File: src/rtl/cfs_pkg.sv
package cfs_pkg;

    typedef enum logic [1:0] {
        FS_IDLE  = 2'd0,
        FS_ALLOC = 2'd1,
        FS_BURST = 2'd2
    } fetch_state_e;

    localparam int unsigned DEF_PKT_BYTES = 64;

    function automatic logic [31:0] min2(input logic [31:0] a, input logic [31:0] b);
        return (a < b) ? a : b;
    endfunction

    function automatic logic [31:0] min4(input logic [31:0] a, input logic [31:0] b,
                                         input logic [31:0] c, input logic [31:0] d);
        return min2(min2(a, b), min2(c, d));
    endfunction

endpackage

File: src/rtl/cfs_burst_calc.sv
module cfs_burst_calc #(
    parameter int HQ_DEPTH = 16,
    parameter int LR_DEPTH = 8,
    parameter int CNT_W    = 5,
    localparam int HPOS_W  = $clog2(HQ_DEPTH),
    localparam int LPOS_W  = $clog2(LR_DEPTH)
) (
    input  logic [HPOS_W-1:0] hpos,
    input  logic [LPOS_W-1:0] lpos,
    input  logic [CNT_W-1:0]  host_left,
    input  logic [CNT_W-1:0]  grant_left,
    output logic [CNT_W-1:0]  blen,
    output logic [HPOS_W-1:0] hpos_nxt,
    output logic [LPOS_W-1:0] lpos_nxt
);
    logic [CNT_W-1:0] hroom;
    logic [CNT_W-1:0] lroom;

    always_comb begin
        hroom    = CNT_W'(HQ_DEPTH) - CNT_W'(hpos);
        lroom    = CNT_W'(LR_DEPTH) - CNT_W'(lpos);
        blen     = CNT_W'(cfs_pkg::min4(32'(hroom), 32'(lroom),
                                        32'(host_left), 32'(grant_left)));
        hpos_nxt = HPOS_W'(CNT_W'(hpos) + blen);
        lpos_nxt = LPOS_W'(CNT_W'(lpos) + blen);
    end

endmodule

File: src/rtl/cfs_len_fifo.sv
module cfs_len_fifo #(
    parameter int DEPTH  = 4,
    parameter int W      = 5,
    localparam int PTR_W = $clog2(DEPTH)
) (
    input  logic         clk,
    input  logic         rst,
    input  logic         push,
    input  logic [W-1:0] push_data,
    input  logic         pop,
    output logic [W-1:0] head,
    output logic         empty
);
    logic [W-1:0]     slots [DEPTH];
    logic [PTR_W-1:0] wr_ptr;
    logic [PTR_W-1:0] rd_ptr;
    logic [PTR_W:0]   fill;

    assign head  = slots[rd_ptr];
    assign empty = (fill == '0);

    always_ff @(posedge clk) begin
        if (rst) begin
            wr_ptr <= '0;
            rd_ptr <= '0;
            fill   <= '0;
            for (int i = 0; i < DEPTH; i++) slots[i] <= '0;
        end else begin
            if (push) begin
                slots[wr_ptr] <= push_data;
                wr_ptr        <= wr_ptr + 1'b1;
            end
            if (pop) rd_ptr <= rd_ptr + 1'b1;
            case ({push, pop})
                2'b10:   fill <= fill + 1'b1;
                2'b01:   fill <= fill - 1'b1;
                default: fill <= fill;
            endcase
        end
    end

endmodule

File: src/rtl/cfs_series_tracker.sv
module cfs_series_tracker #(
    parameter int CNT_W = 5
) (
    input  logic             clk,
    input  logic             rst,
    input  logic             load,
    input  logic [CNT_W-1:0] load_val,
    input  logic             cpl_en,
    input  logic [CNT_W-1:0] cpl_len,
    output logic             active,
    output logic             done_pulse
);
    logic [CNT_W-1:0] remain;

    always_ff @(posedge clk) begin
        if (rst) begin
            remain     <= '0;
            active     <= 1'b0;
            done_pulse <= 1'b0;
        end else begin
            done_pulse <= 1'b0;
            if (load) begin
                remain <= load_val;
                active <= 1'b1;
            end else if (cpl_en) begin
                if (remain == cpl_len) begin
                    remain     <= '0;
                    active     <= 1'b0;
                    done_pulse <= 1'b1;
                end else begin
                    remain <= remain - cpl_len;
                end
            end
        end
    end

endmodule

File: src/rtl/cmd_fetch_splitter.sv
module cmd_fetch_splitter #(
    parameter int HQ_DEPTH   = 16,
    parameter int LR_DEPTH   = 8,
    parameter int ADDR_W     = 32,
    parameter int PKT_BYTES  = cfs_pkg::DEF_PKT_BYTES,
    parameter int OUTQ_DEPTH = 4,
    localparam int HPOS_W    = $clog2(HQ_DEPTH),
    localparam int LPOS_W    = $clog2(LR_DEPTH),
    localparam int HIDX_W    = HPOS_W + 1,
    localparam int CNT_W     = ((HPOS_W > LPOS_W) ? HPOS_W : LPOS_W) + 1,
    localparam int PKT_SHIFT = $clog2(PKT_BYTES),
    localparam int BYTES_W   = CNT_W + PKT_SHIFT
) (
    input  logic               clk,
    input  logic               rst,
    input  logic               kick,
    input  logic               slot_retire,
    input  logic [ADDR_W-1:0]  host_base,
    input  logic [HIDX_W-1:0]  host_wr_idx,
    output logic [HIDX_W-1:0]  host_rd_idx,
    output logic               alloc_req,
    output logic [CNT_W-1:0]   alloc_num,
    input  logic               grant_vld,
    input  logic [CNT_W-1:0]   grant_num,
    input  logic [LPOS_W-1:0]  loc_wr_pos,
    output logic               dma_req_vld,
    input  logic               dma_req_rdy,
    output logic [ADDR_W-1:0]  dma_addr,
    output logic [BYTES_W-1:0] dma_bytes,
    output logic [LPOS_W-1:0]  dma_lslot,
    input  logic               cpl_vld,
    output logic               fetch_active,
    output logic               stall_flag,
    output logic               proc_req
);
    import cfs_pkg::*;

    fetch_state_e      state_q;
    logic [HIDX_W-1:0] hrd_q;
    logic [CNT_W-1:0]  want_q;
    logic [HPOS_W-1:0] hpos_q;
    logic [LPOS_W-1:0] lpos_q;
    logic [CNT_W-1:0]  hleft_q;
    logic [CNT_W-1:0]  gleft_q;
    logic              stall_q;

    logic [HIDX_W-1:0] pending;
    logic              trigger;
    logic              start_fetch;
    logic              burst_take;
    logic [CNT_W-1:0]  blen;
    logic [HPOS_W-1:0] hpos_nxt;
    logic [LPOS_W-1:0] lpos_nxt;
    logic [LPOS_W-1:0] first_lslot;
    logic [CNT_W-1:0]  fifo_head;
    logic              fifo_empty;
    logic              cpl_en;
    logic              load_series;

    // trigger qualification
    always_comb begin
        pending     = host_wr_idx - hrd_q;
        trigger     = kick | (slot_retire & stall_q);
        start_fetch = (state_q == FS_IDLE) && trigger && !fetch_active && (pending != '0);
        burst_take  = (state_q == FS_BURST) && dma_req_rdy;
        load_series = (state_q == FS_ALLOC) && grant_vld && (grant_num != '0);
        first_lslot = LPOS_W'(CNT_W'(loc_wr_pos) - grant_num);
        cpl_en      = cpl_vld && !fifo_empty;
    end

    cfs_burst_calc #(
        .HQ_DEPTH(HQ_DEPTH),
        .LR_DEPTH(LR_DEPTH),
        .CNT_W   (CNT_W)
    ) u_calc (
        .hpos      (hpos_q),
        .lpos      (lpos_q),
        .host_left (hleft_q),
        .grant_left(gleft_q),
        .blen      (blen),
        .hpos_nxt  (hpos_nxt),
        .lpos_nxt  (lpos_nxt)
    );

    cfs_len_fifo #(
        .DEPTH(OUTQ_DEPTH),
        .W    (CNT_W)
    ) u_outq (
        .clk      (clk),
        .rst      (rst),
        .push     (burst_take),
        .push_data(blen),
        .pop      (cpl_en),
        .head     (fifo_head),
        .empty    (fifo_empty)
    );

    cfs_series_tracker #(
        .CNT_W(CNT_W)
    ) u_track (
        .clk       (clk),
        .rst       (rst),
        .load      (load_series),
        .load_val  (grant_num),
        .cpl_en    (cpl_en),
        .cpl_len   (fifo_head),
        .active    (fetch_active),
        .done_pulse(proc_req)
    );

    // sequencing of one fetch: allocate, then split into bursts
    always_ff @(posedge clk) begin
        if (rst) begin
            state_q <= FS_IDLE;
            hrd_q   <= '0;
            want_q  <= '0;
            hpos_q  <= '0;
            lpos_q  <= '0;
            hleft_q <= '0;
            gleft_q <= '0;
            stall_q <= 1'b0;
        end else begin
            case (state_q)
                FS_IDLE: begin
                    if (start_fetch) begin
                        want_q  <= CNT_W'(pending);
                        state_q <= FS_ALLOC;
                    end
                end
                FS_ALLOC: begin
                    if (grant_vld) begin
                        if (grant_num == '0) begin
                            stall_q <= 1'b1;
                            state_q <= FS_IDLE;
                        end else begin
                            stall_q <= 1'b0;
                            hrd_q   <= HIDX_W'(CNT_W'(hrd_q) + grant_num);
                            hpos_q  <= HPOS_W'(hrd_q);
                            lpos_q  <= first_lslot;
                            hleft_q <= want_q;
                            gleft_q <= grant_num;
                            state_q <= FS_BURST;
                        end
                    end
                end
                FS_BURST: begin
                    if (dma_req_rdy) begin
                        hpos_q  <= hpos_nxt;
                        lpos_q  <= lpos_nxt;
                        hleft_q <= hleft_q - blen;
                        gleft_q <= gleft_q - blen;
                        if (gleft_q == blen) begin
                            stall_q <= (hleft_q != blen);
                            state_q <= FS_IDLE;
                        end
                    end
                end
                default: state_q <= FS_IDLE;
            endcase
        end
    end

    always_comb begin
        host_rd_idx = hrd_q;
        alloc_req   = (state_q == FS_ALLOC);
        alloc_num   = want_q;
        dma_req_vld = (state_q == FS_BURST);
        dma_addr    = host_base + (ADDR_W'(hpos_q) << PKT_SHIFT);
        dma_bytes   = BYTES_W'(blen) << PKT_SHIFT;
        dma_lslot   = lpos_q;
        stall_flag  = stall_q;
    end

endmodule

File: config.mk
export PLATFORM = sky130hd
export DESIGN_NAME = cmd_fetch_splitter
export DESIGN_NICKNAME = d
export VERILOG_FILES = /design/src/rtl/cfs_pkg.sv /design/src/rtl/cfs_burst_calc.sv /design/src/rtl/cfs_len_fifo.sv /design/src/rtl/cfs_series_tracker.sv /design/src/rtl/cmd_fetch_splitter.sv
export SDC_FILE = /design/constraint.sdc
export NUM_CORES = 1
export LEC_CHECK = 0
export BUFFER_PORTS_ARGS = -buffer_cell sky130_fd_sc_hd__clkbuf_2
export CORE_UTILIZATION = 48
export DETAILED_ROUTE_END_ITERATION = 8
export HOLD_SLACK_MARGIN = 0.03
export PLACE_DENSITY = 0.72
export REMOVE_ABC_BUFFERS = 1
export SETUP_SLACK_MARGIN = 0.4
export SLEW_MARGIN = 40
export SYNTH_ARGS = -nofsm -noshare
export SYNTH_HDL_FRONTEND = slang
export SYNTH_HIERARCHICAL = 1
export SYNTH_SLANG_ARGS = --single-unit
export TNS_END_PERCENT = 10
File: constraint.sdc
create_clock -name clk -period 16 [get_ports clk]
set_clock_uncertainty 0.2 [all_clocks]
set_input_delay 1.6 -clock clk [delete_from_list [all_inputs] [get_ports clk]]
set_output_delay 1.6 -clock clk [all_outputs]
set_load 0.005 [all_outputs]
==> results.cfg <==
[floorplanning]
start_util_pct = 49.4
die_w_um = 105
die_area_sq_mm = 0.0110
core_sq_mm = 0.0103
rows = 37
fp.dieH_um = 105
io_pins = 113

[setup_path]
regToRegStartpoint = hpos_q[1]
reg2reg_depth = 23
worstSetupStartpointType = flop
critical_path_arrival_ps = 4770
cp_top_family = compound AO/OA/AOI/OAI gates
cp_max_fo = 8
cpPeakStageDelay_ps = 640
crit_type = reg -> out
ff2ff_setup_slack_ps = 10100
crit_buf_inv = 3
critPathLaunch = hpos_q[1]
worst_path_max_delay_cell = mux2i_1
r2r_end = gleft_q[4]
cp_cell_sequence = inv_1, ha_1, xnor2_1, ha_1, a21oi_1, o21ai_1, a221oi_4, o21a_1, inv_1, ha_1, a21oi_1, nor2_1, a211oi_1, o311a_1, a21oi_4, mux2i_1, clkbuf_2
end_kind = output pin
cpMostUsedCell = ha_1
cp.required_ps = 14200

[finish]
diodes = 0
drive_above_1_share_pct = 20.1
final_common_cell = clkbuf_2
fillers = 947
synthToLayoutAreaGrowth_pct = 15.3
regArea_sq_mm = 0.00152
multiInputGateArea_sq_mm = 0.00325
final_cell_mix = clkbuf_2 (94), inv_1 (48), nor2_1 (46), dfxtp_1 (46), nand2_1 (45)
nNetsFinal = 767
fin_cells = 803

[sta]
rsz0062_at_grt = no
final.period_utilization_pct = 41.1
period_needed_ps = 6570
setup_violations = 0
max_freq_mhz = 152
slew_headroom_pct = 44.1
worst_pin_slew_ps = 837
hold_viol = 0
slew_viol_final = 0
fin_tns_setup_ps = 0

[global_route]
first_global_vias = 4146
grt_first_pass_wirelength_um = 19700
antenna_found_initial = 0
grt_max_degree = 50
overflow = 0
grt_use_total_pct = 22.3

[route]
ant_nets = 0
vias = 4373
wl_per_cell_um = 14.9
top_layer_used = met4
routed_via_density = 5.45
wl_met1_um = 5340
wl_met2_um = 6100
first_iter_violations = 242
firstDrtPassIters = 5
wl_met3_um = 488
drc_errors = 0
wl_um = 12000

[place]
dp_cells = 787
finalWeightedCongestion = 0.847
port_buffers = 94
hpwl_um = 9310

[yosys]
ys_types = 64
synth-seq-area-share_pct = 29.8
postSynthAreaPerCell_sq_um = 8.92
synth-seq-cells = 66
yosysWarningCount = 6
synth_top_area_share_pct = 18.1
netlist_instances = 572
async_reset_ff_share_pct = 0
synth_edf_count = 20
synth_area_sq_mm = 0.00510
synth_area_leaders = dfxtp_1 (18%), edfxtp_1 (12%), ha_1 (11%)
synth_top_cell_by_area = dfxtp_1
synth_flop_cell = dfxtp_1

[power_and_ir_drop]
cellPowerDensity_mw_per_mm2 = 104
clkPwrFrac_pct = 28.2
power_leakage_nw = 2.47
comb_power_share_pct = 39.7
p_sw_uw = 217
internal-power_uw = 394
seqPwrFrac_pct = 32.1
swShare_pct = 35.6
ir_drop_v = 0.0000578

[worst_hold_path]
hold_path_startpoint = u_outq/wr_ptr[0]
hold_end = u_outq/wr_ptr[0]
hold_depth = 2
hold_class = reg -> reg

[clock_network]
cts.path.max_buffers = 2
clk_latency_ps = 350
cts_resized = 0
post_cts_buffers = 0
numCtsBuffers = 9
htreeDepth = 3
cts_tree = done
path_clk_slew_ps = 80
cts_root_buf = clkbuf_8
cts.sinks = 66
holdBufCountCts = 0

[run]
cap_violations = 0

[run_status]
status = finished, final reports clean
-- power groups by stage --
stage               Sequential [mW]  Clock [mW]  Combinational, mW
finish                        0.197       0.172              0.242
global route                  0.198       0.183              0.271
CTS                           0.197       0.175              0.242
detailed placement            0.200           0              0.240
global placement              0.200           0              0.232
floorplan                     0.197           0              0.173
-- kinds of logic (layout without fill, tap and decap cells) --
kind of cell             count (synthesis)  count (layout)  synth area share [%]
multiplexers                            14              14                  3.97
buffers and inverters                   75             165                  6.82
flip-flops                              66              66                  29.8
XOR/XNOR                                48              48                  8.24
other                                    2               7                 0.147
AO/OA/AOI/OAI                          118             118                  16.3
adder cells (fa/ha/maj)                 53              53                  14.5
AND/OR/NAND/NOR                        196             196                  20.2
-- stage by stage --
stage               setup WS, ps  hold slack [ps]  power, mW  instance area (sq um)  utilization (%)
global route                9130              299      0.653                   5880             56.9
CTS                         9490              278      0.614                   5880             56.9
floorplan                  10450              238      0.370                   4960                -
detailed placement          9900              267      0.440                   5640             54.6
finish                      9430              274      0.611                   5880             56.9
global placement           10100              255      0.431                   5640             54.6
-- layout make-up --
| class | instances | share of cell area, % |
|---|---|---|
| clock buffers | 10 | 2.17 |
| inverters | 50 | 3.19 |
| multi-input cells | 436 | 55.3 |
| well taps | 136 | 2.89 |
| repair buffers | 99 | 8.64 |
| clock inverters | 6 | 1.94 |
| flip-flops and latches | 66 | 25.9 |
-- synthesized netlist by cell type, types with 3 or more instances --
cell type	count
a211oi_1	12
a21o_1	3
a21oi_1	36
a22o_1	4
a311oi_1	4
and2_1	22
and3_1	3
and4_1	6
buf_4	15
clkbuf_1	7
dfxtp_1	46
edfxtp_1	20
fa_1	10
ha_1	43
inv_1	48
mux2i_1	9
mux4_2	5
nand2_1	45
nand2b_1	7
nand3_1	11
nand4_1	6
nor2_1	46
nor2b_1	14
nor3_1	12
nor3b_1	6
o21a_1	11
o21ai_0	16
o21ai_1	3
o21bai_1	5
o31ai_1	7
or3_1	3
or4_1	3
xnor2_1	31
xor2_1	17
-- how the worst max path moves through the flow --
stage	endpoint	depth (start not counted)
3_5_place_dp	dma_bytes[8]	17
5_1_grt	dma_bytes[8]	17
4_1_cts	dma_bytes[8]	17
3_3_place_gp	dma_bytes[8]	17
2_1_floorplan	dma_bytes[7]	16
6_report	dma_bytes[8]	17
-- state kept, by name (all words and copies together), names as in the netlist, named ones only --
signal / cells
alloc_num: 5
dma_lslot: 3
gleft_q: 5
hleft_q: 5
host_rd_idx: 5
hpos_q: 4
stall_flag: 1
state_q: 2
u_outq/fill: 3
u_outq/rd_ptr: 2
u_outq/slots: 20
u_outq/wr_ptr: 2
u_track/active: 1
u_track/done_pulse: 1
u_track/remain: 5
-- worst register-to-register path, stage by stage, from the launching register on --
cell and delay [ps]:
dfxtp_1 470, inv_1 130, ha_1 260, xnor2_1 250
ha_1 290, a21oi_1 150, o21ai_1 120, a221oi_4 430
o21a_1 210, inv_1 50, ha_1 300, a21oi_1 130
nor2_1 60, a211oi_1 290, o311a_1 300, a21oi_4 110
mux2i_1 640, inv_1 210, ha_1 370, nor2b_1 160
o21a_1 180, o21a_1 160, o31ai_1 220, a22o_1 160
-- per-layer routing --
layer / vias up / track usage (%)
li1: 2164 / -
met1: 2092 / 27.3
met2: 111 / 39.8
met3: 6 / 5.30
met4: 0 / 4.43
met5: - / 0
(Power assumes the default switching activity.)
